===== src/rtl/ptw_pkg.sv =====
package ptw_pkg;
  localparam int ADDR_W     = 32;
  localparam int NUM_DOM    = 16;
  localparam int DOM_IDX_W  = $clog2(NUM_DOM);
  localparam int L1_ALIGN   = 14;
  localparam int BASE_W     = ADDR_W - L1_ALIGN;

  typedef enum logic [2:0] {
    FLT_NONE = 3'd0,
    FLT_SECT = 3'd1,
    FLT_PAGE = 3'd2,
    FLT_DOM  = 3'd3,
    FLT_PERM = 3'd4
  } fault_e;

  typedef enum logic [1:0] {
    L1_FAULT   = 2'b00,
    L1_COARSE  = 2'b01,
    L1_SECTION = 2'b10,
    L1_FINE    = 2'b11
  } l1_kind_e;

  typedef enum logic [1:0] {
    L2_FAULT = 2'b00,
    L2_LARGE = 2'b01,
    L2_SMALL = 2'b10,
    L2_TINY  = 2'b11
  } l2_kind_e;

  typedef enum logic [1:0] {
    DOM_NONE   = 2'b00,
    DOM_CLIENT = 2'b01,
    DOM_RSVD   = 2'b10,
    DOM_MGR    = 2'b11
  } dom_e;

  typedef enum logic [2:0] {
    ST_IDLE,
    ST_L1_REQ,
    ST_L1_WAIT,
    ST_L2_REQ,
    ST_L2_WAIT,
    ST_RESP
  } walk_st_e;
endpackage


===== src/rtl/ptw_l1_decode.sv =====
module ptw_l1_decode
  import ptw_pkg::*;
(
  input  logic [ADDR_W-1:0]    desc,
  input  logic [ADDR_W-1:0]    va,
  output l1_kind_e             kind,
  output logic [DOM_IDX_W-1:0] dom_idx,
  output logic [ADDR_W-1:0]    sect_pa,
  output logic [1:0]           sect_ap,
  output logic [ADDR_W-1:0]    l2_addr
);
  logic unused_l1;
  assign unused_l1 = ^{desc[9], desc[4:2]};

  assign kind    = l1_kind_e'(desc[1:0]);
  assign dom_idx = desc[5 +: DOM_IDX_W];
  assign sect_pa = {desc[31:20], va[19:0]};
  assign sect_ap = desc[11:10];

  // Coarse tables are 1 KB (256 words), fine tables are 4 KB (1024 words).
  always_comb begin
    if (kind == L1_FINE) l2_addr = {desc[31:12], va[19:10], 2'b00};
    else                 l2_addr = {desc[31:10], va[19:12], 2'b00};
  end
endmodule


===== src/rtl/ptw_l2_decode.sv =====
module ptw_l2_decode
  import ptw_pkg::*;
(
  input  logic [ADDR_W-1:0] desc,
  input  logic [ADDR_W-1:0] va,
  output logic              is_fault,
  output logic [ADDR_W-1:0] pa,
  output logic [1:0]        ap
);
  logic [1:0] sub_sel;
  l2_kind_e   kind;
  logic       unused_l2;

  assign unused_l2 = ^desc[3:2];
  assign kind      = l2_kind_e'(desc[1:0]);

  always_comb begin
    is_fault = 1'b0;
    pa       = '0;
    sub_sel  = 2'd0;
    case (kind)
      L2_LARGE: begin
        pa      = {desc[31:16], va[15:0]};
        sub_sel = va[15:14];
      end
      L2_SMALL: begin
        pa      = {desc[31:12], va[11:0]};
        sub_sel = va[11:10];
      end
      L2_TINY: begin
        pa      = {desc[31:10], va[9:0]};
        sub_sel = 2'd0;
      end
      default: is_fault = 1'b1;
    endcase
    ap = desc[4 + 2*sub_sel +: 2];
  end
endmodule


===== src/rtl/ptw_access_chk.sv =====
module ptw_access_chk
  import ptw_pkg::*;
(
  input  logic [2*NUM_DOM-1:0] dom_word,
  input  logic [DOM_IDX_W-1:0] dom_idx,
  input  logic                 use_live,
  input  dom_e                 dtype_held,
  input  logic [1:0]           ap,
  input  logic                 priv,
  input  logic                 wr,
  output dom_e                 dtype_live,
  output fault_e               flt
);
  logic [1:0] dom_tbl [NUM_DOM];
  dom_e       dtype;
  logic       allowed;

  for (genvar g = 0; g < NUM_DOM; g++) begin : g_dom
    assign dom_tbl[g] = dom_word[2*g +: 2];
  end

  assign dtype_live = dom_e'(dom_tbl[dom_idx]);
  assign dtype      = use_live ? dtype_live : dtype_held;

  always_comb begin
    case (ap)
      2'b00:   allowed = priv & ~wr;
      2'b01:   allowed = priv;
      2'b10:   allowed = priv | ~wr;
      default: allowed = 1'b1;
    endcase
  end

  always_comb begin
    case (dtype)
      DOM_MGR:    flt = FLT_NONE;
      DOM_CLIENT: flt = allowed ? FLT_NONE : FLT_PERM;
      default:    flt = FLT_DOM;
    endcase
  end
endmodule


===== src/rtl/ptw_walker.sv =====
module ptw_walker
  import ptw_pkg::*;
(
  input  logic                 clk,
  input  logic                 rst_n,
  input  logic                 req_valid,
  output logic                 req_ready,
  input  logic [ADDR_W-1:0]    req_va,
  input  logic                 req_priv,
  input  logic                 req_write,
  input  logic [BASE_W-1:0]    tbl_base,
  input  logic [2*NUM_DOM-1:0] dom_access,
  output logic                 mem_req_valid,
  input  logic                 mem_req_ready,
  output logic [ADDR_W-1:0]    mem_req_addr,
  input  logic                 mem_rsp_valid,
  input  logic [ADDR_W-1:0]    mem_rsp_data,
  output logic                 rsp_valid,
  input  logic                 rsp_ready,
  output logic [ADDR_W-1:0]    rsp_pa,
  output logic [2:0]           rsp_fault
);
  walk_st_e             st;
  logic [ADDR_W-1:0]    va_q;
  logic                 priv_q;
  logic                 wr_q;
  logic [BASE_W-1:0]    base_q;
  logic [2*NUM_DOM-1:0] dom_q;
  dom_e                 dtype_q;
  logic [ADDR_W-1:0]    l2_addr_q;
  logic [ADDR_W-1:0]    pa_q;
  fault_e               flt_q;

  l1_kind_e             l1_kind;
  logic [DOM_IDX_W-1:0] l1_dom;
  logic [ADDR_W-1:0]    l1_sect_pa;
  logic [1:0]           l1_sect_ap;
  logic [ADDR_W-1:0]    l1_l2_addr;
  logic                 l2_fault;
  logic [ADDR_W-1:0]    l2_pa;
  logic [1:0]           l2_ap;
  logic                 in_l1;
  logic [1:0]           chk_ap;
  dom_e                 dtype_now;
  fault_e               chk_flt;

  ptw_l1_decode u_l1 (
    .desc    (mem_rsp_data),
    .va      (va_q),
    .kind    (l1_kind),
    .dom_idx (l1_dom),
    .sect_pa (l1_sect_pa),
    .sect_ap (l1_sect_ap),
    .l2_addr (l1_l2_addr)
  );

  ptw_l2_decode u_l2 (
    .desc     (mem_rsp_data),
    .va       (va_q),
    .is_fault (l2_fault),
    .pa       (l2_pa),
    .ap       (l2_ap)
  );

  assign in_l1  = (st == ST_L1_WAIT);
  assign chk_ap = in_l1 ? l1_sect_ap : l2_ap;

  ptw_access_chk u_chk (
    .dom_word   (dom_q),
    .dom_idx    (l1_dom),
    .use_live   (in_l1),
    .dtype_held (dtype_q),
    .ap         (chk_ap),
    .priv       (priv_q),
    .wr         (wr_q),
    .dtype_live (dtype_now),
    .flt        (chk_flt)
  );

  assign req_ready     = (st == ST_IDLE);
  assign mem_req_valid = (st == ST_L1_REQ) || (st == ST_L2_REQ);
  assign mem_req_addr  = (st == ST_L2_REQ) ? l2_addr_q
                                           : {base_q, va_q[31:20], 2'b00};
  assign rsp_valid     = (st == ST_RESP);
  assign rsp_pa        = pa_q;
  assign rsp_fault     = flt_q;

  always_ff @(posedge clk or negedge rst_n) begin
    if (!rst_n) begin
      st        <= ST_IDLE;
      va_q      <= '0;
      priv_q    <= 1'b0;
      wr_q      <= 1'b0;
      base_q    <= '0;
      dom_q     <= '0;
      dtype_q   <= DOM_NONE;
      l2_addr_q <= '0;
      pa_q      <= '0;
      flt_q     <= FLT_NONE;
    end else begin
      case (st)
        ST_IDLE: begin
          if (req_valid) begin
            va_q   <= req_va;
            priv_q <= req_priv;
            wr_q   <= req_write;
            base_q <= tbl_base;
            dom_q  <= dom_access;
            st     <= ST_L1_REQ;
          end
        end
        ST_L1_REQ: begin
          if (mem_req_ready) st <= ST_L1_WAIT;
        end
        ST_L1_WAIT: begin
          if (mem_rsp_valid) begin
            if (l1_kind == L1_FAULT) begin
              flt_q <= FLT_SECT;
              pa_q  <= '0;
              st    <= ST_RESP;
            end else if (chk_flt == FLT_DOM) begin
              flt_q <= FLT_DOM;
              pa_q  <= '0;
              st    <= ST_RESP;
            end else if (l1_kind == L1_SECTION) begin
              flt_q <= chk_flt;
              pa_q  <= (chk_flt == FLT_NONE) ? l1_sect_pa : '0;
              st    <= ST_RESP;
            end else begin
              l2_addr_q <= l1_l2_addr;
              dtype_q   <= dtype_now;
              st        <= ST_L2_REQ;
            end
          end
        end
        ST_L2_REQ: begin
          if (mem_req_ready) st <= ST_L2_WAIT;
        end
        ST_L2_WAIT: begin
          if (mem_rsp_valid) begin
            if (l2_fault) begin
              flt_q <= FLT_PAGE;
              pa_q  <= '0;
            end else begin
              flt_q <= chk_flt;
              pa_q  <= (chk_flt == FLT_NONE) ? l2_pa : '0;
            end
            st <= ST_RESP;
          end
        end
        ST_RESP: begin
          if (rsp_ready) st <= ST_IDLE;
        end
        default: st <= ST_IDLE;
      endcase
    end
  end
endmodule


===== config.mk =====
export PLATFORM = sky130hd
export DESIGN_NAME = ptw_walker
export DESIGN_NICKNAME = d
export VERILOG_FILES = /design/src/rtl/ptw_pkg.sv /design/src/rtl/ptw_l1_decode.sv /design/src/rtl/ptw_l2_decode.sv /design/src/rtl/ptw_access_chk.sv /design/src/rtl/ptw_walker.sv
export SDC_FILE = /design/constraint.sdc
export NUM_CORES = 1
export LEC_CHECK = 0
export BUFFER_PORTS_ARGS = -buffer_cell sky130_fd_sc_hd__buf_2
export CAP_MARGIN = 5
export CORE_UTILIZATION = 54
export CTS_BUF_LIST = sky130_fd_sc_hd__clkbuf_4 sky130_fd_sc_hd__clkbuf_8
export DETAILED_ROUTE_END_ITERATION = 10
export GPL_ROUTABILITY_DRIVEN = 0
export MAX_ROUTING_LAYER = met4
export PLACE_DENSITY = 0.82
export SYNTH_ARGS = -nofsm -noshare
export SYNTH_HDL_FRONTEND = slang
export SYNTH_SLANG_ARGS = --single-unit

===== constraint.sdc =====
create_clock -name clk -period 2.7 [get_ports clk]
set_input_delay 0.135 -clock clk [delete_from_list [all_inputs] [get_ports clk]]
set_output_delay 0.135 -clock clk [all_outputs]
set_load 0.1 [all_outputs]

==> results.json <==
{
  "status": "finished, final reports clean",
  "vias": 5828,
  "start_util_pct": 55.7,
  "wl_met3_microns": 991,
  "async_flop_share_pct": 100,
  "intPower_mw": 7.28,
  "finalSetupViolations": 0,
  "maxCapViolCount": 0,
  "totalWireLength_microns": 20800,
  "synthTopCellsByArea": "dfrtp_1, mux2_2, mux4_2",
  "hold_start": "mem_rsp_data[10]",
  "synthMuxAreaShare_pct": 26.3,
  "postCtsSetupBuffers": 0,
  "drv_slew": 0,
  "cp.arrival_ns": 2.86,
  "hold_viol": 0,
  "worstReg2RegEnd": "rsp_pa[1]",
  "avgRoutedWirePerCell_microns": 20.1,
  "grt_pass1_wl_microns": 31900,
  "crit_path_cell_trace": "nor2b_1, nor2b_1, nand3_1, o21ai_2, nand3_1, o21ai_0",
  "numPortBuffers": 187,
  "switching_share_pct": 48.6,
  "fillers": 701,
  "fin_crit_ns": 2.50,
  "fmax_ghz": 0.400,
  "syn_area_sq_um": 7060,
  "slew_headroom_pct": 28.6,
  "p_comb_share_pct": 58.6,
  "p_switching_mw": 6.88,
  "die_w_microns": 116,
  "final_nets": 976,
  "drt-pass1-iter-count": 5,
  "slowest_stage": "o21ai_2",
  "synth_edf_count": 0,
  "power_density_nw_per_um2": 1390,
  "yosysMostFrequentCell": "dfrtp_1",
  "synthXorXnorAreaFrac_pct": 0,
  "viasPerCell": 5.64,
  "grt_pass1_vias": 6199,
  "cts-root-buf": "clkbuf_8",
  "fp.coreArea_sq_um": 12700,
  "routed.top_layer": "met4",
  "tightest_slew_ns": 1.07,
  "die_y_microns": 116,
  "yosys.area_share.simple_pct": 7.60,
  "antenna_left": 0,
  "synth_commonest_cells": "dfrtp_1, mux2_2, nand2_1, nand3_1, o21ai_0",
  "yosys_warnings": 0,
  "clock_power_share_pct": 12.6,
  "critPathKind": "flop to flop",
  "cts_buffers": 17,
  "fin_hold_ws_ns": 0.0684,
  "drt-met1-wl_microns": 7930,
  "cts_sinks": 154,
  "syn_to_final_growth_pct": 43.9,
  "syn-instance-count": 555,
  "crit_required_ns": 3.06,
  "final_layout_size_suffix_gt1_share_pct": 44.6,
  "rsz0062_at_grt": "no",
  "period_share_pct": 92.5,
  "drc_errors": 0,
  "die-area_sq_um": 13500,
  "antenna_found_initial": 1,
  "r2r_setup_slack_ns": 0.20,
  "leakage_nw": 4.66,
  "grt_start_max_net_pins": 83,
  "finClkSkew_ns": 0.0139,
  "hp-class": "primary input to flop",
  "drtIter0Drc": 574,
  "peakVddDrop_uv": 1400,
  "hold_path_depth": 3,
  "ys_types": 48,
  "synth_compound_area_share_pct": 7.81,
  "synth.largest_area_cell": "dfrtp_1",
  "synth.avg_cell_area_sq_um": 12.7,
  "synth.ff_latch_count": 154,
  "io_pins": 192,
  "cts_buffer_depth": 2,
  "grt.overflow.total": 0,
  "pwr-share-seq_pct": 28.7,
  "ctsHoldBuffers": 107,
  "std_cell_rows": 41,
  "r2r-start": "st[0]",
  "crit_path_end_kind": "flop",
  "holdPathEnd": "l2_addr_q[10]",
  "tns_ns": 0,
  "met2_length_microns": 10900,
  "ctsResizeCount": 0,
  "dp_hpwl_microns": 12400,
  "track_usage_pct": 33.2,
  "critPathLaunchType": "flop",
  "clk_latency_ns": 0.45,
  "yosysSeqAreaShare_pct": 54.6,
  "clkTransAtPathRegs_ns": 0.08,
  "cts_tree": "built",
  "cts_htree_levels": 4,
  "critPathMaxFanout": 23,
  "r2r_cells": 6,
  "synth_top_area_share_pct": 54.6,
  "synth_adder_area_share_pct": 0.709,
  "max_stage_delay_ns": 0.85,
  "synth_top_family_by_area": "multiplexers",
  "ys.flop_type": "dfrtp_1"
}
## area by class of cell
cell class / instances / area, sq um / share of cell area (%)
Tap cell: 172 / 215 / 2.12
Clock buffer: 21 / 277 / 2.72
Clock inverter: 9 / 123 / 1.21
Timing Repair Buffer: 310 / 2650 / 26.0
Inverter: 6 / 22.5 / 0.222
Antenna cell: 1 / 2.50 / 0.0246
Multi-Input combinational cell: 361 / 3020 / 29.7
Sequential cell: 154 / 3850 / 37.9
## power by group through the flow
stage          combinational (mW)  sequential, mW  clock, mW
6_report                     8.31            4.07       1.79
5_1_grt                      8.61            4.17       1.91
4_1_cts                      8.23            4.01       1.81
3_5_place_dp                 8.07            4.04          0
3_3_place_gp                 7.92            3.94          0
2_1_floorplan                4.63            5.07          0
## how the worst max path moves through the flow
stage,endpoint,start
6_report,rsp_pa[1],st[0]
5_1_grt,rsp_pa[1],st[0]
4_1_cts,l2_addr_q[27],st[1]
3_5_place_dp,l2_addr_q[27],st[1]
3_3_place_gp,rsp_pa[7],mem_rsp_data[5]
2_1_floorplan,base_q[0],st[2]
## worst max-delay path: cells and delay by family, from the launching register on
family | cells | cell delay (ns)
AOI/OAI and AO/OA | 2 | 1.07
and+or+nand+nor | 4 | 0.87
DFF | 1 | 0.47
## through the flow
step | setup WS (ns) | power (mW) | utilization [%] | area [sq um] | instances
after detailed placement | 0.258 | 12.1 | 68.6 | 8690 | 896
after CTS | 0.242 | 14.0 | 80.2 | 10200 | 1033
after floorplan | 0.168 | 9.71 | - | 7080 | 556
final | 0.203 | 14.2 | 80.2 | 10200 | 1034
after global placement | 0.358 | 11.9 | 68.6 | 8690 | 896
after global routing | 0.0738 | 14.7 | 80.2 | 10200 | 1034
## cell usage in the layout (no fill, tap or decap), types with 11 or more instances in the layout
master	instances
mux2i_1	14
nand3_1	26
dlygate4sd3_1	107
clkbuf_8	19
buf_2	156
o21ai_0	24
a21oi_1	18
nor2_1	15
buf_12	35
mux2_2	134
dfrtp_1	154
nand2_1	40
buf_4	11
## cell families (layout without fill, tap and decap cells)
family | Yosys count | in the layout
adder cells (fa/ha/maj) | 4 | 4
buffers and inverters | 41 | 346
AO/OA/AOI/OAI | 86 | 86
multiplexers | 158 | 158
flip-flops | 154 | 154
other | 1 | 3
AND/OR/NAND/NOR | 111 | 111
## routing by layer
metal	up-vias	GRT usage, %
met2	258	55.0
met5	-	-
li1	2588	-
met1	2907	38.6
met4	0	17.4
met3	75	5.86
## state kept, by name, indices dropped and copies added, names as in the netlist
signal,cells
dom_q,32
rsp_pa,32
va_q,32
l2_addr_q,30
base_q,18
rsp_fault,3
st,3
dtype_q,2
priv_q,1
wr_q,1
(Power assumes the default switching activity.)
